--- src/rtl/term_rx_pkg.sv ---
// Shared constants for the terminal receiver register pair.
// Assumes a 16-bit data bus and an 8-bit character path.
package term_rx_pkg;
    parameter int DATA_W   = 16;
    parameter int CHAR_W   = 8;
    parameter int DONE_BIT = 7;   // waiting flag position in the status word
    parameter int IE_BIT   = 6;   // interrupt enable position in the status word
    parameter int ADDR_W   = 2;
endpackage

--- src/rtl/term_rx_decode.sv ---
// Turns a bus strobe into per-register actions.
// Assumes one access per strobe cycle; bus_addr[1] selects register,
// bus_addr[0] with bus_byte marks a high-byte access.
module term_rx_decode
    import term_rx_pkg::*;
(
    input  logic              bus_sel,
    input  logic              bus_wr,
    input  logic [ADDR_W-1:0] bus_addr,
    input  logic              bus_byte,
    output logic              csr_rd,
    output logic              csr_wr,
    output logic              buf_rd
);
    logic hi_byte;
    logic sel_buf;

    // Decode register select and the ignored high-byte write.
    always_comb begin
        hi_byte = bus_byte & bus_addr[0];
        sel_buf = bus_addr[1];
        csr_rd  = bus_sel & ~bus_wr & ~sel_buf;
        buf_rd  = bus_sel & ~bus_wr &  sel_buf;
        csr_wr  = bus_sel &  bus_wr & ~sel_buf & ~hi_byte;
    end
endmodule

--- src/rtl/term_rx_csr.sv ---
// Holds the waiting flag and the interrupt enable.
// Assumes rx_valid wins over a simultaneous holding-register read.
module term_rx_csr
    import term_rx_pkg::*;
(
    input  logic              clk,
    input  logic              rst_n,
    input  logic              csr_wr,
    input  logic [DATA_W-1:0] wdata,
    input  logic              buf_rd,
    input  logic              rx_valid,
    output logic              done,
    output logic              ie,
    output logic              ie_wr_val
);
    logic unused_wdata;
    assign unused_wdata = ^wdata;
    assign ie_wr_val    = wdata[IE_BIT];

    // Enable register: only written by a status write.
    always_ff @(posedge clk) begin
        if (!rst_n)      ie <= 1'b0;
        else if (csr_wr) ie <= ie_wr_val;
    end

    // Waiting flag: set by arrival, cleared by a buffer read.
    always_ff @(posedge clk) begin
        if (!rst_n)        done <= 1'b0;
        else if (rx_valid) done <= 1'b1;
        else if (buf_rd)   done <= 1'b0;
    end


    done_wr_chk: assert property (@(posedge clk) disable iff (!rst_n)
        (csr_wr && !rx_valid) |=> (done == $past(done)));

    arrive_done_chk: assert property (@(posedge clk) disable iff (!rst_n)
        rx_valid |=> done);
endmodule

--- src/rtl/term_rx_buf.sv ---
// Receive holding register.
// Assumes break loads zero and every arrival overwrites unconditionally.
module term_rx_buf
    import term_rx_pkg::*;
(
    input  logic              clk,
    input  logic              rst_n,
    input  logic              rx_valid,
    input  logic              rx_break,
    input  logic [CHAR_W-1:0] rx_char,
    output logic [CHAR_W-1:0] held
);
    // Capture the character, or zero on break.
    always_ff @(posedge clk) begin
        if (!rst_n)        held <= '0;
        else if (rx_valid) held <= rx_break ? '0 : rx_char;
    end


    hold_stable_chk: assert property (@(posedge clk) disable iff (!rst_n)
        !rx_valid |=> $stable(held));

    break_zero_chk: assert property (@(posedge clk) disable iff (!rst_n)
        (rx_valid && rx_break) |=> (held == '0));
endmodule

--- src/rtl/term_rx_irq.sv ---
// Level interrupt request, updated by event rules.
// Assumes a status write and a buffer read never share a cycle.
module term_rx_irq (
    input  logic clk,
    input  logic rst_n,
    input  logic csr_wr,
    input  logic ie_wr_val,
    input  logic buf_rd,
    input  logic rx_valid,
    input  logic done,
    input  logic ie,
    output logic irq
);
    logic ie_next;
    logic irq_next;

    // Next-state rules for the request.
    always_comb begin
        ie_next  = csr_wr ? ie_wr_val : ie;
        irq_next = irq;
        if (buf_rd) irq_next = 1'b0;
        if (csr_wr) begin
            if (!ie_wr_val)      irq_next = 1'b0;
            else if (done && !ie) irq_next = 1'b1;
        end
        if (rx_valid && ie_next) irq_next = 1'b1;
    end

    // Request register.
    always_ff @(posedge clk) begin
        if (!rst_n) irq <= 1'b0;
        else        irq <= irq_next;
    end


    ie_off_chk: assert property (@(posedge clk) disable iff (!rst_n)
        (csr_wr && !ie_wr_val) |=> !irq);

    read_drop_chk: assert property (@(posedge clk) disable iff (!rst_n)
        (buf_rd && !rx_valid) |=> !irq);
endmodule

--- src/rtl/term_rx_regs.sv ---
// Top of the terminal receiver register pair: decode, status,
// holding register, interrupt request and read mux.
// Assumes single-cycle bus strobes with combinational read data.
module term_rx_regs
    import term_rx_pkg::*;
(
    input  logic              clk,
    input  logic              rst_n,
    input  logic              bus_sel,
    input  logic              bus_wr,
    input  logic [ADDR_W-1:0] bus_addr,
    input  logic              bus_byte,
    input  logic [DATA_W-1:0] bus_wdata,
    output logic [DATA_W-1:0] bus_rdata,
    input  logic              rx_valid,
    input  logic              rx_break,
    input  logic [CHAR_W-1:0] rx_char,
    output logic              irq
);
    logic              csr_rd, csr_wr, buf_rd;
    logic              done, ie, ie_wr_val;
    logic [CHAR_W-1:0] held;

    term_rx_decode u_dec (
        .bus_sel(bus_sel), .bus_wr(bus_wr), .bus_addr(bus_addr),
        .bus_byte(bus_byte), .csr_rd(csr_rd), .csr_wr(csr_wr), .buf_rd(buf_rd)
    );

    term_rx_csr u_csr (
        .clk(clk), .rst_n(rst_n), .csr_wr(csr_wr), .wdata(bus_wdata),
        .buf_rd(buf_rd), .rx_valid(rx_valid), .done(done), .ie(ie),
        .ie_wr_val(ie_wr_val)
    );

    term_rx_buf u_buf (
        .clk(clk), .rst_n(rst_n), .rx_valid(rx_valid), .rx_break(rx_break),
        .rx_char(rx_char), .held(held)
    );

    term_rx_irq u_irq (
        .clk(clk), .rst_n(rst_n), .csr_wr(csr_wr), .ie_wr_val(ie_wr_val),
        .buf_rd(buf_rd), .rx_valid(rx_valid), .done(done), .ie(ie), .irq(irq)
    );

    // Read mux: status bits, zero-extended character, or zero.
    always_comb begin
        bus_rdata = '0;
        if (csr_rd) begin
            bus_rdata[DONE_BIT] = done;
            bus_rdata[IE_BIT]   = ie;
        end else if (buf_rd) begin
            bus_rdata[CHAR_W-1:0] = held;
        end
    end


    irq_level_chk: assert property (@(posedge clk) disable iff (!rst_n)
        irq == (done && ie));

    reset_irq_chk: assert property (@(posedge clk)
        !rst_n |=> !irq);
endmodule

--- config.mk ---
export PLATFORM = sky130hd
export DESIGN_NAME = term_rx_regs
export DESIGN_NICKNAME = d
export VERILOG_FILES = /design/src/rtl/term_rx_pkg.sv /design/src/rtl/term_rx_decode.sv /design/src/rtl/term_rx_csr.sv /design/src/rtl/term_rx_buf.sv /design/src/rtl/term_rx_irq.sv /design/src/rtl/term_rx_regs.sv
export SDC_FILE = /design/constraint.sdc
export NUM_CORES = 1
export LEC_CHECK = 0
export BUFFER_PORTS_ARGS = -buffer_cell sky130_fd_sc_hd__buf_2
export CORE_UTILIZATION = 40
export DETAILED_ROUTE_END_ITERATION = 10
export HOLD_SLACK_MARGIN = 0.12
export PLACE_DENSITY = 0.84
export SLEW_MARGIN = 20
export SYNTH_ARGS = -nofsm -noshare
export SYNTH_HDL_FRONTEND = slang
export SYNTH_SLANG_ARGS = --single-unit
--- constraint.sdc ---
create_clock -name clk -period 1.1 [get_ports clk]
set_input_delay 0.165 -clock clk [delete_from_list [all_inputs] [get_ports clk]]
set_output_delay 0.165 -clock clk [all_outputs]
set_load 0.01 [all_outputs]
==> results of run 1 <==
-- sequential cells by signal, summed over array words and instances, names as in the netlist --
register    flops
u_csr.ie        1
u_buf.held      8
u_irq.irq       1
u_csr.done      1
-- what timing repair did --
action | in CTS | in global routing
buffers inserted | 0 | 1
setup endpoints to repair | 1 | 7
gates resized for setup | 1 | 3
-- cells in the mapped netlist (all sizes together) --
cell type   n  area share, %
o31ai       1            1.2
nand2       3            1.8
nand2b      1           0.99
o211ai      1            1.2
inv         2            1.2
buf        10             13
nand3       1           0.79
o22ai       1           0.99
and2        7            7.0
mux2i       2            3.2
a21boi      1            1.2
and2b       1            1.2
a21oi       9            7.2
a22oi       1            1.2
nor2b      16             16
nand3b      1            1.2
nor2        4            2.4
conb        1           0.60
dfxtp      11             35
and3b       1            1.4
clkbuf      1           0.60
o41ai       1            1.4
-- area by class of cell --
| type | count | area (um^2) | share of cell area [%] |
|---|---|---|---|
| flip-flops and latches | 11 | 224 | 28.1 |
| repair buffers | 31 | 168 | 21.0 |
| inverters | 2 | 7.51 | 0.942 |
| clock buffers | 4 | 26.3 | 3.30 |
| well taps | 15 | 18.8 | 2.35 |
| multi-input cells | 60 | 353 | 44.3 |
-- critical path, cell delays in order (launching register included) --
cell     delay [ns]
dfxtp_1        0.31
mux2i_1        0.14
nor2_1         0.05
buf_2          0.13
-- kinds of logic after synthesis --
group | Yosys count | synth area share (%)
compound gates | 15 | 14.3
buf+inv | 13 | 14.3
mux | 2 | 3.18
flops | 11 | 35.0
other cells | 1 | 0.596
simple gates | 35 | 32.6
-- through the flow --
stage	setup WS (ns)	total power [mW]	hold WS (ns)
6_report	0.0334	0.838	0.144
3_3_place_gp	0.0413	0.564	0.410
4_1_cts	0.00504	0.837	0.140
2_1_floorplan	0.282	0.534	0.311
5_1_grt	-0.0277	0.879	0.145
3_5_place_dp	0.0233	0.570	0.422
-- how the worst max path moves through the flow --
stage / start / end / cells past startpoint
floorplan: bus_wr / bus_rdata[0] / 3
global placement: bus_wr / bus_rdata[2] / 6
detailed placement: bus_wr / bus_rdata[5] / 6
CTS: bus_wr / bus_rdata[5] / 6
global route: u_buf.held[6]$_SDFFE_PN0P_ / bus_rdata[6] / 3
finish: u_buf.held[6]$_SDFFE_PN0P_ / bus_rdata[6] / 3
-- power breakdown --
group,total (mW),switching (mW),internal [mW]
Sequential,0.424,0.00790,0.416
Combinational,0.145,0.0755,0.0700
Clock,0.269,0.129,0.140
Total,0.838,0.212,0.626
-- layer usage --
| layer | track usage [%] | up-vias | share of wire (%) |
|---|---|---|---|
| li1 | - | 300 | - |
| met1 | 18.3 | 257 | 47 |
| met2 | 23.8 | 29 | 47 |
| met3 | 3.04 | 0 | 5.4 |
| met4 | 7.74 | 0 | 0 |
| met5 | 0 | - | 0 |
==> qor.yml, run 1 <==
outcome:
  status: "finished clean"
routing:
  viasPerCell: 4.76
  dr_total_vias: 586
  routed_wl_mm: 1.35
  drt.antenna.violating_nets: 0
  first_pass_iters: 4
  drc_errors: 0
  wire_per_inst_um: 11.0
  drtIter0Drc: 7
die:
  start_util_pct: 45.5
  die_x_um: 41.7
  core_area_mm2: 0.00138
  die_h_um: 41.7
  num_rows: 13
  die_area_mm2: 0.00174
  ios: 50
cts:
  cts_tree: "built"
  htreeDepth: 1
  cts_sinks: 11
  root_buffer: "clkbuf_4"
  clk_latency_ns: 0.26
  ctsHoldBuffers: 0
  cts_made_buffers: 3
  ctsLongestPathBuffers: 2
  clkTransAtPathRegs_ns: 0.07
cells_and_area:
  syn_to_final_growth_pct: 26.6
  final_core_util_pct: 57.6
  layout-drive-gt1-share_pct: 35.2
  final_cells: 123
  final_cell_mix: "buf_2 (26), nor2b_1 (16), a21oi_1 (9)"
  final_common_cell: "buf_2"
  antenna_cells: 0
  fillers: 137
  nets: 142
  design_area_um2: 797
logic_synthesis:
  synth_area_um2: 629
  seq_area_frac_synth_pct: 35.0
  postSynthAreaPerCell_um2: 8.17
  netlist-cell-type-count: 23
  ys_warn_count: 0
  synth-seq-cells: 11
  netlist_instances: 77
run:
  max_cap_violations: 0
worst_setup_path:
  cp-end-kind: "output port"
  reg2reg_from: "u_csr.ie$_SDFF_PN0_"
  crit_fanout: 2
  cp_data_arrival_time_ns: 0.90
  crit_type: "reg -> out"
  r2r-end: "u_irq.irq$_SDFF_PN0_"
  r2r_setup_slack_ns: 0.26
  start_kind: "flip-flop"
  required_ns: 0.94
  rr_worst_depth: 4
placed_design:
  io_buffers: 26
  placed_area_um2: 752
  place.gp.congestion: 0.728
  dp_hpwl_mm: 1.00
  dp.cells: 118
grt:
  grt_overflow_total: 0
  grt_start_max_net_pins: 12
  track_usage_pct: 14.7
  grt_first_pass_wirelength_mm: 1.97
  grt_pass1_vias: 466
  antenna_found_initial: 0
sta:
  setup_violations: 0
  min_period_ns: 1.07
  max_freq_mhz: 938
  slew_viol_final: 0
  hold_violations: 0
  min_period_over_period_pct: 97.0
  skew_ns: 0.000155
  fin_tns_setup_ns: 0
  rsz0062_at_grt: "true"
power:
  irDropWorstVdd_uv: 684
  p_leak_nw: 0.396
  p_per_area_mw_per_mm2: 1050
hold_path:
  worstHoldStart: "rx_char[4]"
  hold_class: "in -> reg"
  holdPathStages: 3
  holdPathEnd: "u_buf.held[4]$_SDFFE_PN0P_"
Note: power is estimated with default switching activity, not from simulation.
==> run 2: changes to the inputs <==
--- a/config.mk
+++ b/config.mk
@@ -9,7 +9,7 @@
 export CORE_UTILIZATION = 40
 export DETAILED_ROUTE_END_ITERATION = 10
 export HOLD_SLACK_MARGIN = 0.12
-export PLACE_DENSITY = 0.84
+export PLACE_DENSITY = 0.82
 export SLEW_MARGIN = 20
 export SYNTH_ARGS = -nofsm -noshare
 export SYNTH_HDL_FRONTEND = slang
==> run 2 against run 1 <==
- utilization is 1.1 points higher
- hold slack worse by 0.0054 ns
- die area is the same
- flip-flop and latch count is the same
- maximum frequency down 2.3%
- sequential share of layout area is 0.52 points lower
- total power rose by 0.99%
==> qor.yml, run 2 (synthesis gave the netlist of run 1 again) <==
worst_setup_path:
  crit_fanout: 3  # +1
  reg2reg_from: "u_csr.ie$_SDFF_PN0_"
  cp_data_arrival_time_ns: 0.93  # +0.03 ns
  rr_worst_depth: 3  # -1
  start_kind: "flip-flop"
  r2r_setup_slack_ns: 0.23  # -0.03 ns
  critical_path.startpoint: "u_csr.ie$_SDFF_PN0_"
  cp-end-kind: "output port"
  required_ns: 0.94  # about the same
  crit_path_end: "bus_rdata[6]"
  r2r-end: "u_irq.irq$_SDFF_PN0_"
  crit_type: "reg -> out"
die:
  start_util_pct: 45.5  # unchanged
  die_h_um: 41.7  # unchanged
  ios: 50  # unchanged
  core_area_mm2: 0.00138  # unchanged
  die_area_mm2: 0.00174  # unchanged
  die_x_um: 41.7  # unchanged
  num_rows: 13  # unchanged
cts:
  root_buffer: "clkbuf_4"
  cts_sinks: 11  # unchanged
  cts_tree: "built"
  clk_latency_ns: 0.26  # about the same
  cts_made_buffers: 3  # unchanged
  ctsLongestPathBuffers: 2  # unchanged
  ctsHoldBuffers: 0  # unchanged
  htreeDepth: 1  # unchanged
  clkTransAtPathRegs_ns: 0.07  # about the same
grt:
  grt_overflow_total: 0  # unchanged
  antenna_found_initial: 0  # unchanged
  grt_pass1_vias: 478  # +2.6%
  grt_start_max_net_pins: 12  # unchanged
  track_usage_pct: 14.1  # -0.65 points
  grt_first_pass_wirelength_mm: 1.91  # -3.1%
sta:
  whs_ns: 0.138  # -0.00537 ns
  skew_ns: 0.000136  # -0.0000182 ns
  min_period_over_period_pct: 99.3  # +2.3 points
  setup_violations: 0  # unchanged
  hold_violations: 0  # unchanged
  slew_viol_final: 0  # unchanged
  min_period_ns: 1.09  # +0.0253 ns
  finalWorstSetupSlack_ns: 0.00807  # -0.0253 ns
  rsz0062_at_grt: "true"
  max_freq_mhz: 916  # -2.3%
power:
  p_leak_nw: 0.395  # -0.25%
  irDropWorstVdd_uv: 909  # +33%
  internal_power_uw: 629  # +0.49%
  p_sw_share_pct: 25.7  # +0.37 points
  pwr-share-comb_pct: 17.6  # +0.2 points
  p_clk_share_pct: 32.4  # +0.3 points
  p_switching_uw: 217  # +2.5%
  p_seq_share_pct: 50.1  # -0.4 points
  p_total_uw: 847  # +0.99%
  p_per_area_mw_per_mm2: 1040  # -0.87%
routing:
  drc_errors: 0  # unchanged
  routed_wl_mm: 1.29  # -4.3%
  wire_per_inst_um: 10.5  # -4.3%
  viasPerCell: 4.77  # +0.17%
  dr_total_vias: 587  # +0.17%
  first_pass_iters: 4  # unchanged
  drtIter0Drc: 15  # +8
  drt.antenna.violating_nets: 0  # unchanged
placed_design:
  io_buffers: 26  # unchanged
  place.gp.congestion: 0.711  # -2.4%
  pre_cts_slack_ns: 0.0270  # +0.00370 ns
  dp_hpwl_um: 920  # -8.3%
hold_path:
  hold_class: "in -> reg"
  holdPathStages: 3  # unchanged
cells_and_area:
  final_cell_mix: "buf_2 (26), nor2b_1 (16), a21oi_1 (9)"
  largest_reg_flops: 8  # unchanged
  final_common_cell: "buf_2"
  antenna_cells: 0  # unchanged
  syn_to_final_growth_pct: 29.0
  final_core_util_pct: 58.7  # +1.1 points
  nets: 142  # unchanged
  layout-drive-gt1-share_pct: 37.0  # +1.9 points
  fillers: 136  # -0.73%
  largest_register: "u_buf.held"
run:
  max_cap_violations: 0  # unchanged
outcome:
  status: "finished clean"
run 2: how the worst min path moves through the flow:
stage / endpoint / from
2_1_floorplan: u_csr.ie$_SDFF_PN0_ / bus_wdata[6]
3_3_place_gp: u_buf.held[6]$_SDFFE_PN0P_ / rx_char[6]
3_5_place_dp: u_buf.held[0]$_SDFFE_PN0P_ / rx_char[0]
4_1_cts: u_buf.held[0]$_SDFFE_PN0P_ / rx_char[0]
5_1_grt: u_buf.held[7]$_SDFFE_PN0P_ / rx_char[7]
6_report: u_buf.held[0]$_SDFFE_PN0P_ / rx_char[0]
run 2: power groups by stage:
stage          Combinational, mW  Clock (mW)  Sequential [mW]
3_3_place_gp               0.133           0            0.431
5_1_grt                    0.164       0.314            0.425
3_5_place_dp               0.137           0            0.431
4_1_cts                    0.138       0.282            0.422
6_report                   0.149       0.274            0.424
2_1_floorplan              0.104           0            0.430
run 2: metrics by stage:
step           instances  TNS, ns  area [um^2]
2_1_floorplan         84        0          656
3_3_place_gp         118        0          752
3_5_place_dp         118        0          752
4_1_cts              122        0          779
5_1_grt              123   -0.105          812
6_report             123        0          812
run 2: area by class of cell:
class                      instances  area (um^2)  share of cell area [%]
clock buffer                       4         26.3                    3.24
multi-input combinational         60          364                    44.8
tap                               15         18.8                    2.31
timing repair buffer              31          171                    21.1
inverter                           2         7.51                   0.924
sequential                        11          224                    27.6
run 2: timing repair:
item                       in CTS  in global routing
buffers inserted                0                  1
setup endpoints to repair       1                  7
gates resized for setup         1                  7
pin swaps                       0                  1
run 2: routing by layer:
layer | vias to the layer above | wire length (um) | global-route usage, %
met2 | 29 | 607 | 20.9
met5 | - | 0 | 0
met4 | 0 | 14 | 7.74
met1 | 257 | 600 | 19.0
met3 | 2 | 72 | 2.61
li1 | 299 | - | -
run 2: critical path, cell delays in order, from the launching register on:
cell and delay [ns]:
dfxtp_2 0.33, mux2i_1 0.14, nor2_1 0.06, buf_2 0.13
==> run 3: changes to the inputs <==
--- a/config.mk
+++ b/config.mk
@@ -5,12 +5,14 @@
 export SDC_FILE = /design/constraint.sdc
 export NUM_CORES = 1
 export LEC_CHECK = 0
-export BUFFER_PORTS_ARGS = -buffer_cell sky130_fd_sc_hd__buf_2
-export CORE_UTILIZATION = 40
+export CORE_AREA = 2 2 39 41
 export DETAILED_ROUTE_END_ITERATION = 10
+export DIE_AREA = 0 0 41 43
+export DONT_BUFFER_PORTS = 1
 export HOLD_SLACK_MARGIN = 0.12
-export PLACE_DENSITY = 0.82
+export PLACE_DENSITY = 0.63
 export SLEW_MARGIN = 20
 export SYNTH_ARGS = -nofsm -noshare
 export SYNTH_HDL_FRONTEND = slang
+export SYNTH_HIERARCHICAL = 1
 export SYNTH_SLANG_ARGS = --single-unit
==> run 3 against run 2 <==
- critical path depth down 2
- first-iteration DRC count down 67%
- synthesized cell count down 6.5%
- non-clock buffer count down 22
- utilization down 6.7 points
- total power down 6.4%
- wire length down 6.6%
- clock power down 3%
- register-to-register slack about the same
- setup slack better by 0.064 ns
- critical path type unchanged
- largest cell class unchanged
==> qor.yml, run 3 <==
die:
  start_util_pct: 46.5  # +0.95 points
  num_rows: 14  # +1
  die_h_um: 43  # +3.2%
  core_area_mm2: 0.00138  # about the same
  die_x_um: 41  # -1.6%
  die_area_mm2: 0.00176  # +1.6%
  ios: 50  # unchanged
logic_synthesis:
  yosys-top-cells-area: "dfxtp_1 (34%), buf_4 (12%), nand3b_1 (11%), and2_1 (5.8%), o21ai_1 (4.7%)"
  synth_edf_count: 0  # unchanged
  postSynthAreaPerCell_um2: 8.93  # +9.3%
  netlist_instances: 72  # -6.5%
  synth_common_cells: "dfxtp_1 (11), buf_4 (10), nand3b_1 (9)"
  synth-seq-cells: 11  # unchanged
  seq_area_frac_synth_pct: 34.2  # -0.75 points
  synth_top_cell_by_area: "dfxtp_1"
  netlist-cell-type-count: 24  # +4.3%
  synth_top_area_share_pct: 34.2  # -0.75 points
  synth_area_um2: 643  # +2.2%
  ys_warn_count: 6  # +6
  ys.flop_type: "dfxtp_1"
  ys_async_sr_fraction_pct: 0  # unchanged
  yosysMostFrequentCell: "dfxtp_1"
cts:
  cts_sinks: 11  # unchanged
  htreeDepth: 1  # unchanged
  ctsHoldBuffers: 9  # +9
  root_buffer: "clkbuf_4"
  post-cts-setup-buffers: 0  # unchanged
  clkTransAtPathRegs_ns: 0.08  # about the same
  cts_tree: "built"
  ctsLongestPathBuffers: 2  # unchanged
  cts_made_buffers: 3  # unchanged
  clk_latency_ns: 0.25  # about the same
grt:
  grt_overflow_total: 0  # unchanged
  antenna_found_initial: 0  # unchanged
  track_usage_pct: 15.4  # +1.4 points
  grt_start_max_net_pins: 20  # +8
  grt_pass1_vias: 488  # +2.1%
  grt_first_pass_wirelength_mm: 1.86  # -2.9%
routing:
  wire_per_inst_um: 12.5  # +18%
  drt.antenna.violating_nets: 0  # unchanged
  viasPerCell: 5.05  # +5.9%
  drc_errors: 0  # unchanged
  dr_total_vias: 490  # -17%
  first_pass_iters: 3  # -1
  routed_wl_mm: 1.21  # -6.6%
  drtIter0Drc: 5  # -10
worst_setup_path:
  crit_buf_inv: 0  # -1
  crit_chain: "a22o_1"
  cp_data_arrival_time_ns: 0.86  # -0.07 ns
  crit_family: "flip-flops"
  cp-end-kind: "output port"
  critPathMaxStageDelay_ns: 0.33  # about the same
  slowest_stage: "dfxtp_1"
  crit_type: "reg -> out"
  crit_fanout: 4  # +1
  required_ns: 0.94  # about the same
  start_kind: "flip-flop"
cells_and_area:
  design_area_um2: 719  # -11%
  fillers: 155  # +14%
  nets: 115  # -19%
  layout-drive-gt1-share_pct: 16.0  # -21 points
  syn_to_final_growth_pct: 11.9
  largest_register: "u_buf/held"
  antenna_cells: 0  # unchanged
  final_common_cell: "dfxtp_1"
  final_core_util_pct: 52.0  # -6.7 points
  final_cell_mix: "dfxtp_1 (10), nand3b_1 (9), conb_1 (8), nand2_1 (8), dlygate4sd3_1 (8)"
  largest_reg_flops: 8  # unchanged
  final_cells: 97  # -21%
sta:
  whs_ns: 0.0381  # -0.100 ns
  setup_violations: 0  # unchanged
  min_period_over_period_pct: 93.4  # -5.8 points
  rsz0062_at_grt: "false"
  max_freq_mhz: 973  # +6.2%
  hold_violations: 0  # unchanged
  skew_ns: 0.0000405  # -0.0000959 ns
  min_period_ns: 1.03  # -0.0642 ns
  fin_tns_setup_ns: 0  # unchanged
  finalWorstSetupSlack_ns: 0.0723  # +0.0642 ns
  slew_viol_final: 0  # unchanged
power:
  p_per_area_mw_per_mm2: 1100  # +5.7%
  p_leak_nw: 0.287  # -27%
  p_total_uw: 792  # -6.4%
  irDropWorstVdd_uv: 687  # -24%
run:
  max_cap_violations: 0  # unchanged
hold_path:
  hold_class: "in -> reg"
placed_design:
  placed_area_um2: 611  # -19%
  pre_cts_slack_ns: 0.0748  # +0.0478 ns
  dp.cells: 85  # -28%
  place.gp.congestion: 0.606  # -15%
  io_buffers: 0  # -100%
outcome:
  status: "finished clean"
==> run 3: worst paths after layout <==
check | start | to | slack (ns) | depth (start not counted)
max reg2reg | u_irq/irq$_SDFF_PN0_ | u_irq/irq$_SDFF_PN0_ | 0.23 | 3
min reg2reg | u_buf/held[6]$_SDFFE_PN0P_ | u_buf/held[6]$_SDFFE_PN0P_ | 0.47 | 2
max | u_csr/ie$_SDFFE_PN0P_ | bus_rdata[6] | 0.07 | 1
min | rst_n | u_buf/held[7]$_SDFFE_PN0P_ | 0.04 | 2
==> run 3: power breakdown <==
part	leakage, nW	total [mW]	switching (mW)	internal [mW]
sequential	0.0904	0.424	0.00914	0.415
combinational	0.179	0.102	0.0468	0.0551
clock	0.0177	0.266	0.132	0.134
total	0.287	0.792	0.188	0.604
==> run 3: logic make-up (layout without fill, tap and decap cells) <==
| group | Yosys count | count (layout) | synth area share [%] |
|---|---|---|---|
| compound gates | 12 | 12 | 12.1 |
| simple gates | 35 | 35 | 37.5 |
| buf+inv | 12 | 14 | 14.0 |
| other cells | 1 | 8 | 0.583 |
| flops | 11 | 11 | 34.2 |
| mux | 1 | 1 | 1.56 |
==> run 3: layer usage <==
layer  global-route usage, %  vias to the layer above  part of all wire, %
met3                    3.14                        2                  8.1
met2                    27.8                       19                   52
li1                        -                      245                    -
met1                    16.0                      224                   40
met4                    6.00                        0                 0.41
met5                       0                        -                    0
==> run 3: final cells by class <==
class,instances,area (um^2),area share (%)
Inverter,1,3.75,0.522
Multi-Input combinational cell,56,359,49.9
Sequential cell,11,221,30.8
Timing Repair Buffer,9,87.6,12.2
Tap cell,16,20.0,2.78
Clock inverter,1,5.00,0.696
Clock buffer,3,22.5,3.13
==> run 3: what timing repair did <==
item / 4_1_cts / 5_1_grt
endpoints found under the hold margin: 11 / 11
resized for setup: 0 / 1
endpoints found under the setup margin: 0 / 1
